==> src/rtl/link_integrity_mon.sv <==
module link_integrity_mon #(
  parameter int TIMEOUT_TICKS = 100,
  parameter int WINDOW_TICKS  = 25,
  parameter int PASS_PULSES   = 6
) (
  input  logic clk,
  input  logic rst_n,
  input  logic sw_rst,
  input  logic ms_tick,
  input  logic link_pulse,
  input  logic rx_data_valid,
  input  logic dis_link_test,
  input  logic tx_active,
  output logic link_fail,
  output logic link_led_n,
  output logic tx_en,
  output logic rx_en,
  output logic loopback_en,
  output logic coll_en,
  output logic beat_req,
  output logic link_chg
);
  localparam int SW = $clog2(TIMEOUT_TICKS + 1);
  localparam int GW = $clog2(WINDOW_TICKS + 1);
  localparam int PW = $clog2(PASS_PULSES + 1);
  localparam logic [SW-1:0] SIL_LAST = SW'(TIMEOUT_TICKS - 1);
  localparam logic [GW-1:0] GAP_MAX  = GW'(WINDOW_TICKS);
  localparam logic [PW-1:0] RUN_LAST = PW'(PASS_PULSES - 1);

  logic [SW-1:0] sil_cnt;
  logic [GW-1:0] gap_cnt;
  logic [PW-1:0] run_cnt;
  logic activity, timeout_hit, run_done, gap_expire, fail_nx;

  assign activity    = link_pulse | rx_data_valid;
  assign timeout_hit = !link_fail && !dis_link_test && !activity && ms_tick && (sil_cnt == SIL_LAST);
  assign run_done    = link_fail && link_pulse && (run_cnt == RUN_LAST);
  assign gap_expire  = !link_pulse && ms_tick && (gap_cnt == GAP_MAX);

  always_comb begin
    if (dis_link_test)  fail_nx = 1'b0;
    else if (link_fail) fail_nx = !(rx_data_valid || run_done);
    else                fail_nx = timeout_hit;
  end

  always_ff @(posedge clk or negedge rst_n) begin
    if (!rst_n) begin
      link_fail <= 1'b1;
      link_chg  <= 1'b0;
      sil_cnt   <= '0;
      gap_cnt   <= '0;
      run_cnt   <= '0;
    end else if (sw_rst) begin
      link_fail <= 1'b1;
      link_chg  <= 1'b0;
      sil_cnt   <= '0;
      gap_cnt   <= '0;
      run_cnt   <= '0;
    end else begin
      link_fail <= fail_nx;
      link_chg  <= fail_nx ^ link_fail;

      if (link_fail || dis_link_test || activity || timeout_hit) sil_cnt <= '0;
      else if (ms_tick)                                          sil_cnt <= sil_cnt + 1'b1;

      if (link_pulse)                         gap_cnt <= '0;
      else if (ms_tick && gap_cnt != GAP_MAX) gap_cnt <= gap_cnt + 1'b1;

      if (!link_fail || !fail_nx) run_cnt <= '0;
      else if (link_pulse)        run_cnt <= run_cnt + 1'b1;
      else if (gap_expire)        run_cnt <= '0;
    end
  end

  assign link_led_n  = link_fail;
  assign tx_en       = !link_fail;
  assign rx_en       = !link_fail;
  assign loopback_en = !link_fail;
  assign coll_en     = !link_fail;
  assign beat_req    = !tx_active;

  p_silence_drop_r1: assert property (@(posedge clk) disable iff (!rst_n || sw_rst)
    (!link_fail && !dis_link_test && ms_tick && !activity && sil_cnt == SIL_LAST) |=> link_fail);

  p_drop_cause_r1: assert property (@(posedge clk) disable iff (!rst_n || sw_rst)
    ($rose(link_fail) && !$past(sw_rst)) |-> ($past(ms_tick) && !$past(dis_link_test) && !$past(activity)));

  p_activity_clears_r2: assert property (@(posedge clk) disable iff (!rst_n || sw_rst)
    (!link_fail && activity) |=> (sil_cnt == '0));

  p_data_recover_r3: assert property (@(posedge clk) disable iff (!rst_n || sw_rst)
    (link_fail && rx_data_valid) |=> !link_fail);

  p_run_bound_r4: assert property (@(posedge clk) disable iff (!rst_n || sw_rst)
    run_cnt < PW'(PASS_PULSES));

  p_forced_pass_r7: assert property (@(posedge clk) disable iff (!rst_n || sw_rst)
    dis_link_test |=> !link_fail);

  p_chg_means_flip_r10: assert property (@(posedge clk) disable iff (!rst_n || sw_rst)
    link_chg |-> (link_fail != $past(link_fail)));

  p_flip_means_chg_r10: assert property (@(posedge clk) disable iff (!rst_n || sw_rst)
    ((link_fail != $past(link_fail)) && !$past(sw_rst)) |-> link_chg);
endmodule

==> config.mk <==
export PLATFORM = sky130hd
export DESIGN_NAME = link_integrity_mon
export DESIGN_NICKNAME = d
export VERILOG_FILES = /design/src/rtl/link_integrity_mon.sv
export SDC_FILE = /design/constraint.sdc
export NUM_CORES = 1
export LEC_CHECK = 0
export BUFFER_PORTS_ARGS = -buffer_cell sky130_fd_sc_hd__buf_2
export CAP_MARGIN = 10
export CELL_PAD_IN_SITES_DETAIL_PLACEMENT = 0
export CELL_PAD_IN_SITES_GLOBAL_PLACEMENT = 2
export CORE_MARGIN = 1
export CORE_UTILIZATION = 39
export CTS_BUF_LIST = sky130_fd_sc_hd__clkbuf_4
export DETAILED_ROUTE_END_ITERATION = 6
export GPL_TIMING_DRIVEN = 0
export PLACE_DENSITY_LB_ADDON = 0.05
export SLEW_MARGIN = 0
export SYNTH_ARGS = -nofsm -noshare
export SYNTH_HDL_FRONTEND = slang
export SYNTH_SLANG_ARGS = --single-unit
==> constraint.sdc <==
create_clock -name clk -period 2.7 [get_ports clk]
set_clock_uncertainty 0.15 [all_clocks]
set_input_delay 0.405 -clock clk [delete_from_list [all_inputs] [get_ports clk]]
set_output_delay 0.405 -clock clk [all_outputs]
set_load 0.02 [all_outputs]
# --- After elaboration in Yosys (flattened, before gate mapping) ---
# Index checks and enable logic that the tools add are counted.
word_totals:
  ff_bits: 17
  out_inout_bits: 8
  elab_cells: 52
op_classes:
  eq_ne: 4
  add_sub_neg: 3
  reduce_logical: 24
  muxes: 14
  bitwise: 2
ops:
  columns: ["operator", "count"]
  rows:
  - ["7-bit two-way mux", 3]
  - ["5-bit two-way mux", 3]
  - ["3-bit two-way mux", 4]
  - ["1-bit logical AND", 9]
  - ["7-bit by 1-bit adder with 7-bit output, second input constant", 1]
  - ["7-bit equality test, second input constant", 1]
  - ["1-bit logical NOT", 7]
  - ["3-bit nonzero test", 2]
  - ["5-bit by 1-bit adder with 5-bit output, second input constant", 1]
  - ["5-bit equality test, second input constant", 1]
  - ["1-bit logical OR", 5]
  - ["5-bit inequality test, second input constant", 1]
  - ["1-bit two-way mux", 4]
  - ["4-bit nonzero test", 1]
  - ["3-bit by 1-bit adder with 3-bit output, second input constant", 1]
  - ["3-bit equality test, second input constant", 1]
  - ["1-bit bitwise OR", 1]
  - ["1-bit bitwise XOR", 1]

# --- Depth between registers and ports, before layout ---
# Gate-level depths: netlist of the first run.
depth:
  word_depth: 11
  depth_mapped: 8
  ltp_nobuf: 8

# --- Worst setup path after synthesis of the first run ---
# OpenSTA, ideal clock, no wires.
synth_path:
  path_type: "reg-to-reg"
  startpoint: "register sil_cnt[2]"
  endpoint: "register link_chg"
  required_ps: 2432
  slack_ps: 1013
  path_buffers: 1
  arrival_ps: 1419
  setup_time_ps: 118
  stages_incl_launch_ff: 7
  cell_sequence: "dfrtp_1 buf_2 nor4b_2 a21oi_1 nor4_1 ha_1 nor2b_1"
synth_via:
  elab_chain_len: 6
synth_lines:
  columns: ["element", "line_no", "source"]
  rows:
  - ["from (decl)", "30", "logic [SW-1:0] sil_cnt;"]
  - ["from (signal assigned)", "64", "else if (ms_tick) sil_cnt <= sil_cnt + 1'b1;"]
  - ["7-bit equality test", "36", "assign timeout_hit = !link_fail && !dis_link_test && !activity && ms_tick && (sil_cnt == SIL_LAST);"]
  - ["1-bit logical AND", "36", null]
  - ["1-bit two-way mux", "42", "else if (link_fail) fail_nx = !(rx_data_valid || run_done);"]
  - ["1-bit two-way mux", "41", "if (dis_link_test) fail_nx = 1'b0;"]
  - ["1-bit bitwise XOR", "61", "link_chg <= fail_nx ^ link_fail;"]
  - ["1-bit two-way mux", "53", "end else if (sw_rst) begin"]
  - ["to (signal assigned)", "61", null]
  - ["to (decl)", "21", "output logic link_chg"]
# No other way between the ends.
# A chain may end at the register's enable or synchronous reset.

# --- Final worst setup path of the first run ---
# Same ends and word-level chain as after synthesis.

==> out/metrics.cfg, run 1 <==
[run_status]
outcome=complete, no violations

[cts]
cts_buffers=3
clockBufferDepth=2
clockRootBuffer=clkbuf_4
clk_pin_slew_worst_paths_ns=0.11
clk_latency_ns=0.29
post_cts_buffers=0
cts_tree=built
clock-sinks=17
h-tree-depth=1
ctsResizeCount=0
postCtsHoldBufs=1

[floorplanning]
die_height_um=52.9
die_w_um=52.9
rows=18
start_util_pct=41.2
die_area_um2=2800
io_pins=16
core_area_um2=2450

[route]
highest_layer=met4
drt_first_pass_iters=4
antenna_left=0
wl_met3_um=71
viasPerCell=5.12
drtIter0Drc=16
wl_per_cell_um=12.7
drt-met1-wl_um=1070
num_vias=788
dr_wl_met2_um=808
wl_um=1960
drc=0

[placement]
port_buffers=15
dpl.hpwl_um=1390
place_congestion=0.722

[synth]
synth_area_leaders=dfrtp_1 40%, ha_1 7.4%, xor2_1 4.3%
synth_edf_count=0
ys_ff_latch=17
yosys.area.top_type_share_pct=39.6
yosysTopAreaCell=dfrtp_1
synthesis.area_um2=1010
ys_seq_area_share_pct=42.2
ys.flop_type=dfrtp_1
post-synth-top-count-cell=dfrtp_1
async_flop_share_pct=100
synth.distinct_cells=34
yosysWarnings=0
synthCells=104
syn_nets=118
synth.avg_cell_area_um2=9.73
synth_commonest_cells=16 x dfrtp_1, 8 x inv_1, 7 x a21oi_1, 7 x nor2_1

[worst_hold_path]
holdPathStages=2
hold_class=input pin to flop
hold_end=link_chg
worstHoldStart=sw_rst

[critical_path]
reg2regPathDepth=6
cp.required_ns=2.75
r2r_slack_ns=0.84
worstSetupPathType=flop to flop
regToRegEndpoint=link_chg
reg2reg_from=sil_cnt[2]
cp-end-kind=flop
worst-path-max-fanout=8
arrival_ns=1.90
start_kind=flop

[sta]
max_slew.worst_pin.slew_ns=0.395
final.min_clock_period_ns=1.86
rsz0062_at_grt=no
report.final.slew_viol_count=0
setup_viol=0
fin_crit_sh_pct=68.8
finalSetupTns_ns=0
relSlewSlack_pct=73.6
hold_viol=0
fmax_ghz=0.539
whs_ns=0.129

[finish]
utilization_pct=47.5
antenna_cells=0
final_layout_size_suffix_gt1_share_pct=25.0
nNetsFinal=139
area_growth_pct=15.1
fillerInstances=244

[global_route]
antenna_found_initial=0
grt_pass1_vias=700
track_usage_pct=15.9
grt-ovfl-total=0
grt_pass1_wl_um=3200
grt_max_degree=18

[job]
maxCapViolations=0

[power]
power_density_nw_per_um2=406
p_leak_nw=0.539
vdd_ir_drop_max_v=0.000247

[layout make-up]
class | count | area [um^2] | area share (%)
multi-input combinational | 72 | 508 | 43.6
sequential | 17 | 427 | 36.6
timing repair buffer | 16 | 85.1 | 7.30
buffer | 7 | 47.5 | 4.08
tap | 30 | 37.5 | 3.22
clock buffer | 4 | 30.0 | 2.58
inverter | 8 | 30.0 | 2.58
[state kept, by name (all words and copies together), names as in the netlist]
register and count:
sil_cnt 7, gap_cnt 5, run_cnt 3, link_chg 1
link_fail 1
[stage by stage]
step                      instance area, um^2  power (mW)  std cells  setup slack (ns)
after detailed placement                 1120       0.325        149             0.847
after floorplan                          1010       0.301        104              1.01
final                                    1160       0.473        154             0.843
after global placement                   1120       0.325        149             0.874
after CTS                                1160       0.476        154             0.827
after global routing                     1160       0.492        154             0.683
[critical path: stages, from the launching register on]
cell     delay, ns
dfrtp_1       0.37
buf_2         0.17
nor4b_2       0.32
a21oi_1       0.14
nor4_1        0.21
ha_1          0.28
nor2b_1       0.13
[worst max-delay path by stage]
stage,from,endpoint,slack [ns],cells after the start
after floorplan,sil_cnt[2],link_chg,1.01,6
after global placement,sil_cnt[0],link_chg,0.87,6
after detailed placement,sil_cnt[2],link_chg,0.85,6
after CTS,sil_cnt[2],link_chg,0.83,6
after global routing,sil_cnt[0],link_chg,0.68,6
final,sil_cnt[2],link_chg,0.84,6
[where the power goes]
part           internal, mW  switching (mW)
Sequential            0.259         0.00349
Clock                0.0675          0.0846
Combinational        0.0237          0.0349
[layer usage]
| layer | track usage [%] | up-vias |
|---|---|---|
| li1 | - | 399 |
| met1 | 23.4 | 372 |
| met2 | 22.8 | 15 |
| met3 | 3.45 | 2 |
| met4 | 5.26 | 0 |
| met5 | 0 | - |
[kinds of logic (layout without fill, tap and decap cells)]
group,count (synthesis),count (layout),synth area share [%]
buf+inv,15,35,7.66
mux,1,1,0.989
simple gates,37,37,22.2
flops,17,17,42.2
xor+xnor,7,7,6.06
compound gates,21,21,13.5
fa+ha+maj,6,6,7.42
[placed cells by master (no fill, tap or decap)]
cell type and instances:
o41ai_1 1, dfstp_2 1, or4_1 1, nor4b_2 1
a21oi_2 1, or2_0 1, nand4_1 4, a21boi_0 1
xor2_1 5, or2b_1 2, and2b_1 2, or3_1 4
buf_2 17, a31oi_1 1, dfrtp_1 16, o31ai_1 1
clkbuf_4 4, xnor2_1 2, inv_1 8, nand2_1 4
nand3_1 3, nor2b_1 1, o21ai_0 6, a211o_1 2
a2111oi_2 1, or2_1 1, buf_4 5, nand4b_1 1
ha_1 6, a21oi_1 7, mux2i_1 1, and4b_4 1
nor4_1 1, dlygate4sd3_1 1, nor2_1 7, and3_1 3
No activity file was read; power rests on OpenSTA's default activity.
==> run 2, diff against run 1 <==
--- a/config.mk
+++ b/config.mk
@@ -10,7 +10,7 @@
 export CELL_PAD_IN_SITES_DETAIL_PLACEMENT = 0
 export CELL_PAD_IN_SITES_GLOBAL_PLACEMENT = 2
 export CORE_MARGIN = 1
-export CORE_UTILIZATION = 39
+export CORE_UTILIZATION = 32
 export CTS_BUF_LIST = sky130_fd_sc_hd__clkbuf_4
 export DETAILED_ROUTE_END_ITERATION = 6
 export GPL_TIMING_DRIVEN = 0
==> constraint.sdc (replaced) <==
create_clock -name clk -period 1.7 [get_ports clk]
set_clock_uncertainty 0.15 [all_clocks]
set_input_delay 0.255 -clock clk [delete_from_list [all_inputs] [get_ports clk]]
set_output_delay 0.255 -clock clk [all_outputs]
set_load 0.02 [all_outputs]
==> out/metrics.cfg, run 2 (synthesis gave the netlist of run 1 again) <==
[run_status]
outcome=complete, no violations

[finish]
multi_input_area_um2=557
seq_area_um2=430
nNetsFinal=147
final_layout_size_suffix_gt1_share_pct=35.6
fin_cells=176
mostFrequentLayoutCells=16 x buf_2, 13 x dfrtp_1, 11 x buf_4
top_register=sil_cnt
antenna_cells=0
largest_reg_flops=7
area_growth_pct=28.9
final_common_cell=buf_2
utilization_pct=43.1
reg_top3=sil_cnt: 7 flops, gap_cnt: 5 flops, run_cnt: 3 flops
fillerInstances=320

[floorplanning]
rows=20
core_area_um2=3030
die_height_um=58.2
die_area_um2=3390
io_pins=16
start_util_pct=33.4
die_w_um=58.2

[sta]
rsz0062_at_grt=yes
hold_viol=0
max_slew.worst_pin.slew_ns=0.389
final.min_clock_period_ns=1.66
fin_crit_sh_pct=97.7
fmax_ghz=0.602
whs_ns=0.0528
layout_setup_ws_ns=0.0387
report.final.slew_viol_count=0
setup_viol=0
finalSetupTns_ns=0
relSlewSlack_pct=74.1

[worst_hold_path]
hold_end=link_fail
hold_class=input pin to flop
holdPathStages=3
worstHoldStart=sw_rst

[route]
wl_um=2090
drtIter0Drc=17
wl_per_cell_um=11.9
num_vias=831
drc=0
viasPerCell=4.72
drt_first_pass_iters=4
antenna_left=0

[global_route]
grt-ovfl-total=0
grt_pass1_vias=835
grt_max_degree=18
track_usage_pct=14.6
grt_pass1_wl_um=3690
antenna_found_initial=0

[power]
power_density_nw_per_um2=580
p_leak_nw=0.572
vdd_ir_drop_max_v=0.000193

[critical_path]
cp_cell_sequence=dlygate4sd3_1 > buf_2 > or3_1 > or2_4 > a2111oi_2
start_kind=input pin
reg2reg_from=sil_cnt[0]
regToRegEndpoint=link_chg
worstSetupPathType=input pin to flop
reg2regPathDepth=6
cp-end-kind=flop
cp_top_family=buffers and inverters
cp.required_ns=1.74
cp.buffers_inverters=2
crit_path_max_incr_delay_ns=0.53
worst-path-max-fanout=3
r2r_slack_ns=0.05
arrival_ns=1.70
cp_slowest_cell=dlygate4sd3_1

[cts]
clk_pin_slew_worst_paths_ns=0.09
clockRootBuffer=clkbuf_4
cts_tree=built
clockBufferDepth=2
clk_latency_ns=0.29
clock-sinks=17
h-tree-depth=1
cts_buffers=3

[placement]
pre_cts_ws_ns=-0.161
dpl.hpwl_um=1470
place_congestion=0.723
placed_cells=163
port_buffers=15

[job]
maxCapViolations=0

[run 2: changes by cell type in the layout (fill, tap and decap cells not counted), moves of 2 or more]
cell,before,now
dlygate4sd3_1,1,4
a21oi_1,7,5
dfrtp_1,16,13
ha_1,6,4
a21oi_2,1,3
buf_4,5,11
dfrtp_2,0,3
[run 2: metal layers]
layer | vias to the layer above | track usage [%] | part of all wire, %
met1 | 390 | 18.9 | 51
met4 | 0 | 8.16 | 2.4
met5 | - | 0 | 0
met2 | 19 | 23.3 | 43
met3 | 5 | 2.01 | 3.0
li1 | 417 | - | -
[run 2: worst max path at each step]
stage	from	to	slack (ns)	cells after the start
after floorplan	sil_cnt[2]	link_chg	0.01	6
after global placement	sil_cnt[0]	link_chg	-0.12	6
after detailed placement	sil_cnt[0]	link_chg	-0.16	6
after CTS	sil_cnt[2]	link_chg	-0.09	5
after global routing	sil_cnt[3]	run_cnt[1]	-0.06	6
final	rx_data_valid	sil_cnt[6]	0.04	5
[run 2: cell type report]
| type | count | area share, % |
|---|---|---|
| Buffer | 6 | 3.26 |
| Tap cell | 44 | 4.22 |
| Clock buffer | 4 | 2.30 |
| Sequential cell | 17 | 33.0 |
| Timing Repair Buffer | 25 | 12.3 |
| Multi-Input combinational cell | 72 | 42.7 |
| Inverter | 8 | 2.30 |
[run 2: worst min-delay path, delay by kind of cell]
family / cells / cell delay (ns)
compound gates: 1 / 0.06
buf+inv: 2 / 0.15
[run 2: report_power, final]
group,switching [mW],internal (mW),leakage (nW)
registers,0.00446,0.411,0.227
logic,0.0595,0.0461,0.326
clock network,0.129,0.107,0.0184
total,0.193,0.564,0.572
[run 2: metrics by stage]
stage,power [mW],area (um^2)
floorplan,0.478,1010
global placement,0.517,1140
detailed placement,0.517,1140
CTS,0.770,1270
global route,0.790,1310
finish,0.757,1310
[run 2: timing repair]
action / CTS / global route
gates resized for setup: 8 / 6
endpoints found under the hold margin: 18 / 0
buffers inserted: 4 / 2
hold buffers: 4 / 0
pin swaps: 4 / 2
endpoints found under the setup margin: 4 / 12
